### config.mk
export PLATFORM = sky130hd
export DESIGN_NAME = adc_conv_ctrl
export DESIGN_NICKNAME = d
export VERILOG_FILES = /design/src/rtl/adc_ctrl_pkg.sv /design/src/rtl/adc_sync_stage.sv /design/src/rtl/adc_watch_timer.sv /design/src/rtl/adc_seq_fsm.sv /design/src/rtl/adc_conv_ctrl.sv
export SDC_FILE = /design/constraint.sdc
export NUM_CORES = 1
export LEC_CHECK = 0
export CORE_ASPECT_RATIO = 0.9
export CORE_MARGIN = 2
export CORE_UTILIZATION = 49
export DETAILED_ROUTE_END_ITERATION = 8
export GPL_ROUTABILITY_DRIVEN = 0
export HOLD_SLACK_MARGIN = 0.06
export PLACE_DENSITY = 0.76
export SLEW_MARGIN = 40
export SYNTH_ARGS = -nofsm -noshare
export SYNTH_HDL_FRONTEND = slang
export SYNTH_SLANG_ARGS = --single-unit
### constraint.sdc
create_clock -name clk -period 2.3 [get_ports clk]
set_clock_uncertainty 0.1 [all_clocks]
set_input_delay 0.46 -clock clk [delete_from_list [all_inputs] [get_ports clk]]
set_output_delay 0.46 -clock clk [all_outputs]
set_load 0.01 [all_outputs]
### src/rtl/adc_ctrl_pkg.sv
package adc_ctrl_pkg;
    // Flops between a converter pin and the sequencer
    localparam int SYNC_LAT = 2;

    typedef enum logic [2:0] {
        ST_IDLE,
        ST_CONV,
        ST_WAIT_LO,
        ST_WAIT_HI,
        ST_READ_LO,
        ST_READ_HI
    } seq_state_e;
endpackage

### src/rtl/adc_sync_stage.sv
module adc_sync_stage #(
    parameter int          W       = 1,
    parameter logic [W-1:0] RST_VAL = '0
) (
    input  logic         clk,
    input  logic         rst_n,
    input  logic [W-1:0] din_i,
    output logic [W-1:0] dout_o
);
    typedef struct packed {
        logic [W-1:0] s1;
        logic [W-1:0] s2;
    } sync_t;

    sync_t sync_d, sync_q;

    always_comb begin
        sync_d.s1 = din_i;
        sync_d.s2 = sync_q.s1;
    end

    always_ff @(posedge clk or negedge rst_n) begin
        if (!rst_n) begin
            sync_q.s1 <= RST_VAL;
            sync_q.s2 <= RST_VAL;
        end else begin
            sync_q <= sync_d;
        end
    end

    assign dout_o = sync_q.s2;
endmodule

### src/rtl/adc_watch_timer.sv
module adc_watch_timer #(
    parameter int CNT_W = 16
) (
    input  logic             clk,
    input  logic             rst_n,
    input  logic             run_i,
    input  logic             clear_i,
    input  logic [CNT_W-1:0] limit_i,
    output logic             expired_o
);
    localparam logic [CNT_W-1:0] CNT_MAX = '1;

    logic [CNT_W-1:0] cnt_d, cnt_q;

    always_comb begin
        cnt_d = cnt_q;
        if (clear_i) begin
            cnt_d = '0;
        end else if (run_i && (cnt_q != CNT_MAX)) begin
            cnt_d = cnt_q + 1'b1;
        end
    end

    always_ff @(posedge clk or negedge rst_n) begin
        if (!rst_n) cnt_q <= '0;
        else        cnt_q <= cnt_d;
    end

    assign expired_o = run_i && (cnt_q >= limit_i);
endmodule

### src/rtl/adc_seq_fsm.sv
module adc_seq_fsm
    import adc_ctrl_pkg::*;
#(
    parameter int DATA_W   = 16,
    parameter int SETTLE_W = 4
) (
    input  logic                clk,
    input  logic                rst_n,
    input  logic                start_i,
    input  logic                cs_mode_i,
    input  logic                byte_mode_i,
    input  logic [SETTLE_W-1:0] settle_i,
    input  logic                busy_s_i,
    input  logic [DATA_W-1:0]   data_s_i,
    input  logic                tmo_expired_i,
    output logic                tmo_run_o,
    output logic                tmo_clear_o,
    output logic                cs_n_o,
    output logic                rc_o,
    output logic                byte_sel_o,
    output logic [DATA_W-1:0]   result_o,
    output logic                valid_o,
    output logic                timeout_o
);
    localparam int HALF_W = DATA_W / 2;
    localparam int CW     = SETTLE_W + 2;

    typedef struct packed {
        seq_state_e          st;
        logic                cs_mode;
        logic                byte_mode;
        logic [SETTLE_W-1:0] settle;
        logic [CW-1:0]       cnt;
        logic [HALF_W-1:0]   lo_byte;
        logic [DATA_W-1:0]   result;
        logic                valid;
        logic                timeout;
    } seq_t;

    seq_t seq_d, seq_q;

    logic conv_done;
    logic read_done;
    logic waiting;
    logic mode_now;

    assign conv_done = (seq_q.cnt == CW'(seq_q.settle));
    assign read_done = (seq_q.cnt == (CW'(seq_q.settle) + CW'(SYNC_LAT)));
    assign waiting   = (seq_q.st == ST_WAIT_LO) || (seq_q.st == ST_WAIT_HI);

    always_comb begin
        seq_d         = seq_q;
        seq_d.valid   = 1'b0;
        seq_d.timeout = 1'b0;
        unique case (seq_q.st)
            ST_IDLE: begin
                if (start_i && busy_s_i) begin
                    seq_d.st        = ST_CONV;
                    seq_d.cs_mode   = cs_mode_i;
                    seq_d.byte_mode = byte_mode_i;
                    seq_d.settle    = settle_i;
                    seq_d.cnt       = '0;
                end
            end
            ST_CONV: begin
                if (conv_done) begin
                    seq_d.st  = ST_WAIT_LO;
                    seq_d.cnt = '0;
                end else begin
                    seq_d.cnt = seq_q.cnt + 1'b1;
                end
            end
            ST_WAIT_LO: begin
                if (tmo_expired_i) begin
                    seq_d.st      = ST_IDLE;
                    seq_d.timeout = 1'b1;
                end else if (!busy_s_i) begin
                    seq_d.st = ST_WAIT_HI;
                end
            end
            ST_WAIT_HI: begin
                if (tmo_expired_i) begin
                    seq_d.st      = ST_IDLE;
                    seq_d.timeout = 1'b1;
                end else if (busy_s_i) begin
                    seq_d.st  = ST_READ_LO;
                    seq_d.cnt = '0;
                end
            end
            ST_READ_LO: begin
                if (read_done) begin
                    if (seq_q.byte_mode) begin
                        seq_d.lo_byte = data_s_i[HALF_W-1:0];
                        seq_d.st      = ST_READ_HI;
                        seq_d.cnt     = '0;
                    end else begin
                        seq_d.result = data_s_i;
                        seq_d.valid  = 1'b1;
                        seq_d.st     = ST_IDLE;
                    end
                end else begin
                    seq_d.cnt = seq_q.cnt + 1'b1;
                end
            end
            ST_READ_HI: begin
                if (read_done) begin
                    seq_d.result = {data_s_i[HALF_W-1:0], seq_q.lo_byte};
                    seq_d.valid  = 1'b1;
                    seq_d.st     = ST_IDLE;
                end else begin
                    seq_d.cnt = seq_q.cnt + 1'b1;
                end
            end
            default: seq_d.st = ST_IDLE;
        endcase
    end

    always_ff @(posedge clk or negedge rst_n) begin
        if (!rst_n) begin
            seq_q.st        <= ST_IDLE;
            seq_q.cs_mode   <= 1'b0;
            seq_q.byte_mode <= 1'b0;
            seq_q.settle    <= '0;
            seq_q.cnt       <= '0;
            seq_q.lo_byte   <= '0;
            seq_q.result    <= '0;
            seq_q.valid     <= 1'b0;
            seq_q.timeout   <= 1'b0;
        end else begin
            seq_q <= seq_d;
        end
    end

    // Pin levels decoded from the registered phase
    assign mode_now = (seq_q.st == ST_IDLE) ? cs_mode_i : seq_q.cs_mode;

    always_comb begin
        cs_n_o     = 1'b0;
        rc_o       = 1'b1;
        byte_sel_o = 1'b0;
        unique case (seq_q.st)
            ST_IDLE: begin
                cs_n_o = mode_now;
                rc_o   = !mode_now;
            end
            ST_CONV: begin
                cs_n_o = 1'b0;
                rc_o   = 1'b0;
            end
            ST_WAIT_LO, ST_WAIT_HI: begin
                cs_n_o = mode_now;
                rc_o   = 1'b1;
            end
            ST_READ_LO: begin
                cs_n_o = 1'b0;
                rc_o   = 1'b1;
            end
            ST_READ_HI: begin
                cs_n_o     = 1'b0;
                rc_o       = 1'b1;
                byte_sel_o = 1'b1;
            end
            default: begin
                cs_n_o = 1'b1;
                rc_o   = 1'b1;
            end
        endcase
    end

    assign tmo_run_o   = waiting;
    assign tmo_clear_o = !waiting;
    assign result_o    = seq_q.result;
    assign valid_o     = seq_q.valid;
    assign timeout_o   = seq_q.timeout;
endmodule

### src/rtl/adc_conv_ctrl.sv
module adc_conv_ctrl #(
    parameter int DATA_W   = 16,
    parameter int SETTLE_W = 4,
    parameter int TMO_W    = 16
) (
    input  logic                clk,
    input  logic                rst_n,
    input  logic                start_i,
    input  logic                cs_mode_i,
    input  logic                byte_mode_i,
    input  logic [SETTLE_W-1:0] settle_i,
    input  logic [TMO_W-1:0]    tmo_limit_i,
    input  logic                busy_n_i,
    input  logic [DATA_W-1:0]   data_i,
    output logic                cs_n_o,
    output logic                rc_o,
    output logic                byte_sel_o,
    output logic [DATA_W-1:0]   result_o,
    output logic                valid_o,
    output logic                timeout_o
);
    logic              busy_s;
    logic [DATA_W-1:0] data_s;
    logic              tmo_run;
    logic              tmo_clear;
    logic              tmo_expired;

    adc_sync_stage #(.W(1), .RST_VAL(1'b1)) u_busy_sync (
        .clk    (clk),
        .rst_n  (rst_n),
        .din_i  (busy_n_i),
        .dout_o (busy_s)
    );

    adc_sync_stage #(.W(DATA_W), .RST_VAL('0)) u_data_sync (
        .clk    (clk),
        .rst_n  (rst_n),
        .din_i  (data_i),
        .dout_o (data_s)
    );

    adc_watch_timer #(.CNT_W(TMO_W)) u_timer (
        .clk       (clk),
        .rst_n     (rst_n),
        .run_i     (tmo_run),
        .clear_i   (tmo_clear),
        .limit_i   (tmo_limit_i),
        .expired_o (tmo_expired)
    );

    adc_seq_fsm #(.DATA_W(DATA_W), .SETTLE_W(SETTLE_W)) u_seq (
        .clk           (clk),
        .rst_n         (rst_n),
        .start_i       (start_i),
        .cs_mode_i     (cs_mode_i),
        .byte_mode_i   (byte_mode_i),
        .settle_i      (settle_i),
        .busy_s_i      (busy_s),
        .data_s_i      (data_s),
        .tmo_expired_i (tmo_expired),
        .tmo_run_o     (tmo_run),
        .tmo_clear_o   (tmo_clear),
        .cs_n_o        (cs_n_o),
        .rc_o          (rc_o),
        .byte_sel_o    (byte_sel_o),
        .result_o      (result_o),
        .valid_o       (valid_o),
        .timeout_o     (timeout_o)
    );
endmodule

==> metrics, run 1 <==
Crit Path Class=primary input to flip-flop; power consumption=4.99 mW; total global routing track utilization=0.204; fmax=425 MHz; initial core utilization=0.497; pin count of the biggest net entering global routing=41; vertical extent of the die=91.8 um; drt first pass iters=4; initial antenna violation count=0; grt ovf=0; flip-flop and latch area=2280 um2; leakage power=2.55 nW; synthesized area=4200 um2; Avg Inst Size Synth=10.7 um2; family with the most delay on the worst path=simple AND/OR/NAND/NOR gates; total placed cells including tap cells=578; worst-case vdd ir drop=0.000385 V; compound-cell area share of the yosys netlist=0.0968; main flop type after synthesis=sky130_fd_sc_hd__dfrtp_1; Final Max Slew Viols=0; xor and xnor area share after synthesis=0.0396; area of combinational cells with multiple inputs=1920 um2; first-pass GRT wire length=14800 um; floorplan core area=8450 um2; Worst Tran Pin Value=0.520 ns; pre-CTS worst setup slack=-0.661 ns; final cycle utilization of the critical path=1.02; total nets after synthesis=452; share of final-layout standard cells stronger than drive strength 1=0.264; fraction of power consumed by sequential logic=0.427; number of H-tree branching levels=3; Critical Path Slowest Stage Cell=sky130_fd_sc_hd__or4b_1; Remaining DRCs=0; number of buffers created by CTS=9; DR iter-0 viols=193; clock insertion delay at the later pin of the skew report=0.36 ns; Synth cell types=48; Seq/Total Area, Yosys=0.543; fill cell count=620; Cells after Synth=391; internal power component=3.30 mW; Relative slew margins=0.650; Post-Route Utilization=0.671; Max clock buf depth=2; count of port buffers added during placement=62; biggest fanout along the worst timing path=4; detailed-route wire length per cell=15.1 um; count of buffer and inverter cells on the critical path=2; Final setup violation count=6; Critical Path End Type=flip-flop; post-place instance area=5060 um2; flop and latch count out of synthesis=91; Sum Neg Setup Slack=-0.227 ns; multiplexer area fraction after synthesis=0.0450; clock tree from TritonCTS=built; Max-cap violations=0; arrival time at the worst endpoint=2.51 ns; violations in the final reports=setup timing; remaining number of nets flagged by the antenna check after routing=0; number of warnings issued by yosys=0; # clock sinks=91; DIE WIDTH=102 um; half-perimeter wire length after placement=5940 um; crit path cell chain=clkdlybuf4s50_1, inv_2, ha_4, nand4_1, or4b_1, and4_4, a211o_1, mux2_4; Worst EP required=2.46 ns; Avg Vias per Cell=5.10; power density over the cells=881 nW/um2; Hold Worst Slack=0.257 ns; EDFF count, synth=0; signed area change from the synthesized netlist to the final layout=35.0%; switching portion of total power=0.340; dominant combinational cell family by area after synthesis=simple AND/OR/NAND/NOR gates; net switching power=1.70 mW; critical path launch point type=primary input; Clk network pwr share=0.215; vias after detailed routing=3101; layout net count=545; Hold Crit Class=flip-flop to flip-flop; via count of the first global-routing pass=3063; most frequent standard cell in the layout excluding fill and tap cells=sky130_fd_sc_hd__dfrtp_1; commonest cells after routing, fill and taps aside=sky130_fd_sc_hd__dfrtp_1 (86), sky130_fd_sc_hd__nand2_1 (47), sky130_fd_sc_hd__clkdlybuf4s50_1 (46), sky130_fd_sc_hd__buf_4 (42), sky130_fd_sc_hd__nor2_1 (36); part of the power in combinational logic=0.358; simple-gate share of the synthesized area=0.152; Final Non-Filler Cells=608; Row Count=32; final cell area excluding filler cells=5670 um2; cell at the root of the clock tree=sky130_fd_sc_hd__clkbuf_8; Crit path largest cell delay=0.50 ns; outcome=complete, but fails checks; number of failing hold endpoints at the final stage=0; final wirelength=9190 um; Inserted Diodes=0; area share of fa/ha/maj cells after synthesis=0.0566; ys async rst share=1.00; count of pins on the block boundary=63; clock transition at the register clock pins on the worst setup and hold paths after CTS=0.10 ns; final worst setup slack=-0.0555 ns; crit path time final=2.36 ns; area enclosed by the die boundary=9330 um2; setup repair after global routing missed its margin=true
-- kinds of logic after synthesis --
logic type               count (synthesis)
AO/OA/AOI/OAI                           56
adder cells (fa/ha/maj)                 19
buffers and inverters                   56
multiplexers                            17
XOR/XNOR                                19
flip-flops                              91
AND/OR/NAND/NOR                        133
-- path summary, 6_finish.rpt --
path | to | slack [ns] | from | cells past startpoint
worst max-delay path | u_seq.seq_q[38] | -0.06 | tmo_limit_i[6] | 8
worst min-delay path | u_data_sync.dout_o[12] | 0.26 | u_data_sync.sync_d[12] | 0
worst max register to register | u_seq.seq_q[38] | -0.05 | u_timer.cnt_q[10] | 7
worst min register to register | u_data_sync.dout_o[12] | 0.26 | u_data_sync.sync_d[12] | 0
max in group asynchronous | u_busy_sync.dout_o | 0.90 | rst_n | 3
min in group asynchronous | u_seq.seq_q[34] | 0.49 | rst_n | 2
-- sequential cells by signal, indices dropped and copies added (netlist names) --
register	count
u_data_sync.sync_d	16
u_seq.valid_o	1
u_seq.timeout_o	1
u_data_sync.dout_o	16
u_timer.cnt_q	16
u_busy_sync.dout_o	1
u_seq.result_o	16
u_seq.seq_q	23
u_busy_sync.sync_d	1
-- synth_stat cells, types with 9 or more instances --
master | count | area (um2)
sky130_fd_sc_hd__nand3_1 | 11 | 55.1
sky130_fd_sc_hd__xor2_1 | 13 | 114
sky130_fd_sc_hd__a21oi_1 | 9 | 45.0
sky130_fd_sc_hd__dfrtp_1 | 89 | 2230
sky130_fd_sc_hd__ha_1 | 19 | 238
sky130_fd_sc_hd__nor2_1 | 37 | 139
sky130_fd_sc_hd__inv_1 | 27 | 101
sky130_fd_sc_hd__nand2_1 | 47 | 176
sky130_fd_sc_hd__clkbuf_1 | 9 | 33.8
sky130_fd_sc_hd__a22oi_1 | 17 | 128
sky130_fd_sc_hd__buf_4 | 16 | 120
sky130_fd_sc_hd__mux2_2 | 15 | 169
-- cell type report --
cell class	count	share of cell area
multi-input cells	244	0.338
inverters	27	0.0179
well taps	119	0.0263
repair buffers	111	0.179
clock inverters	7	0.0135
clock buffers	9	0.0219
flip-flops and latches	91	0.403
-- power groups by stage --
| stage | sequential [mW] | clock (mW) | combinational (mW) |
|---|---|---|---|
| final | 2.13 | 1.07 | 1.79 |
| after global routing | 2.18 | 1.17 | 1.94 |
| after CTS | 2.12 | 1.10 | 1.67 |
| after detailed placement | 2.17 | 0 | 1.51 |
| after global placement | 2.16 | 0 | 1.47 |
| after floorplan | 2.10 | 0 | 1.07 |
-- metal layers --
| layer | up-vias | track usage | routed length, um | part of all wire |
|---|---|---|---|---|
| met3 | 18 | 0.0457 | 379 | 0.041 |
| met2 | 82 | 0.315 | 4420 | 0.48 |
| li1 | 1507 | - | - | - |
| met1 | 1494 | 0.286 | 4190 | 0.46 |
| met4 | 0 | 0.0664 | 193 | 0.021 |
| met5 | - | 0 | 0 | 0 |
-- what timing repair did --
item,CTS,global route
pin swaps,25,15
endpoints found under the hold margin,38,0
gates resized for setup,47,33
setup endpoints to repair,19,37
setup buffers,8,5
hold buffers,1,0
-- worst reg2reg max path, cell delays in order, from the launching register on --
cell and delay, ns:
sky130_fd_sc_hd__dfrtp_1 0.45, sky130_fd_sc_hd__ha_4 0.31, sky130_fd_sc_hd__nand4_1 0.11, sky130_fd_sc_hd__nor2_2 0.15, sky130_fd_sc_hd__or4b_1 0.44, sky130_fd_sc_hd__and4_4 0.18
sky130_fd_sc_hd__a211o_1 0.25, sky130_fd_sc_hd__mux2_4 0.26
(Power assumes the default switching activity.)
==> run 2: changes to the inputs <==
--- a/config.mk
+++ b/config.mk
@@ -8,6 +8,7 @@
 export CORE_ASPECT_RATIO = 0.9
 export CORE_MARGIN = 2
 export CORE_UTILIZATION = 49
+export CTS_CLUSTER_SIZE = 40
 export DETAILED_ROUTE_END_ITERATION = 8
 export GPL_ROUTABILITY_DRIVEN = 0
 export HOLD_SLACK_MARGIN = 0.06
==> results of run 2 <==
Final layout, timing and power as in run 1 (identical DEF).
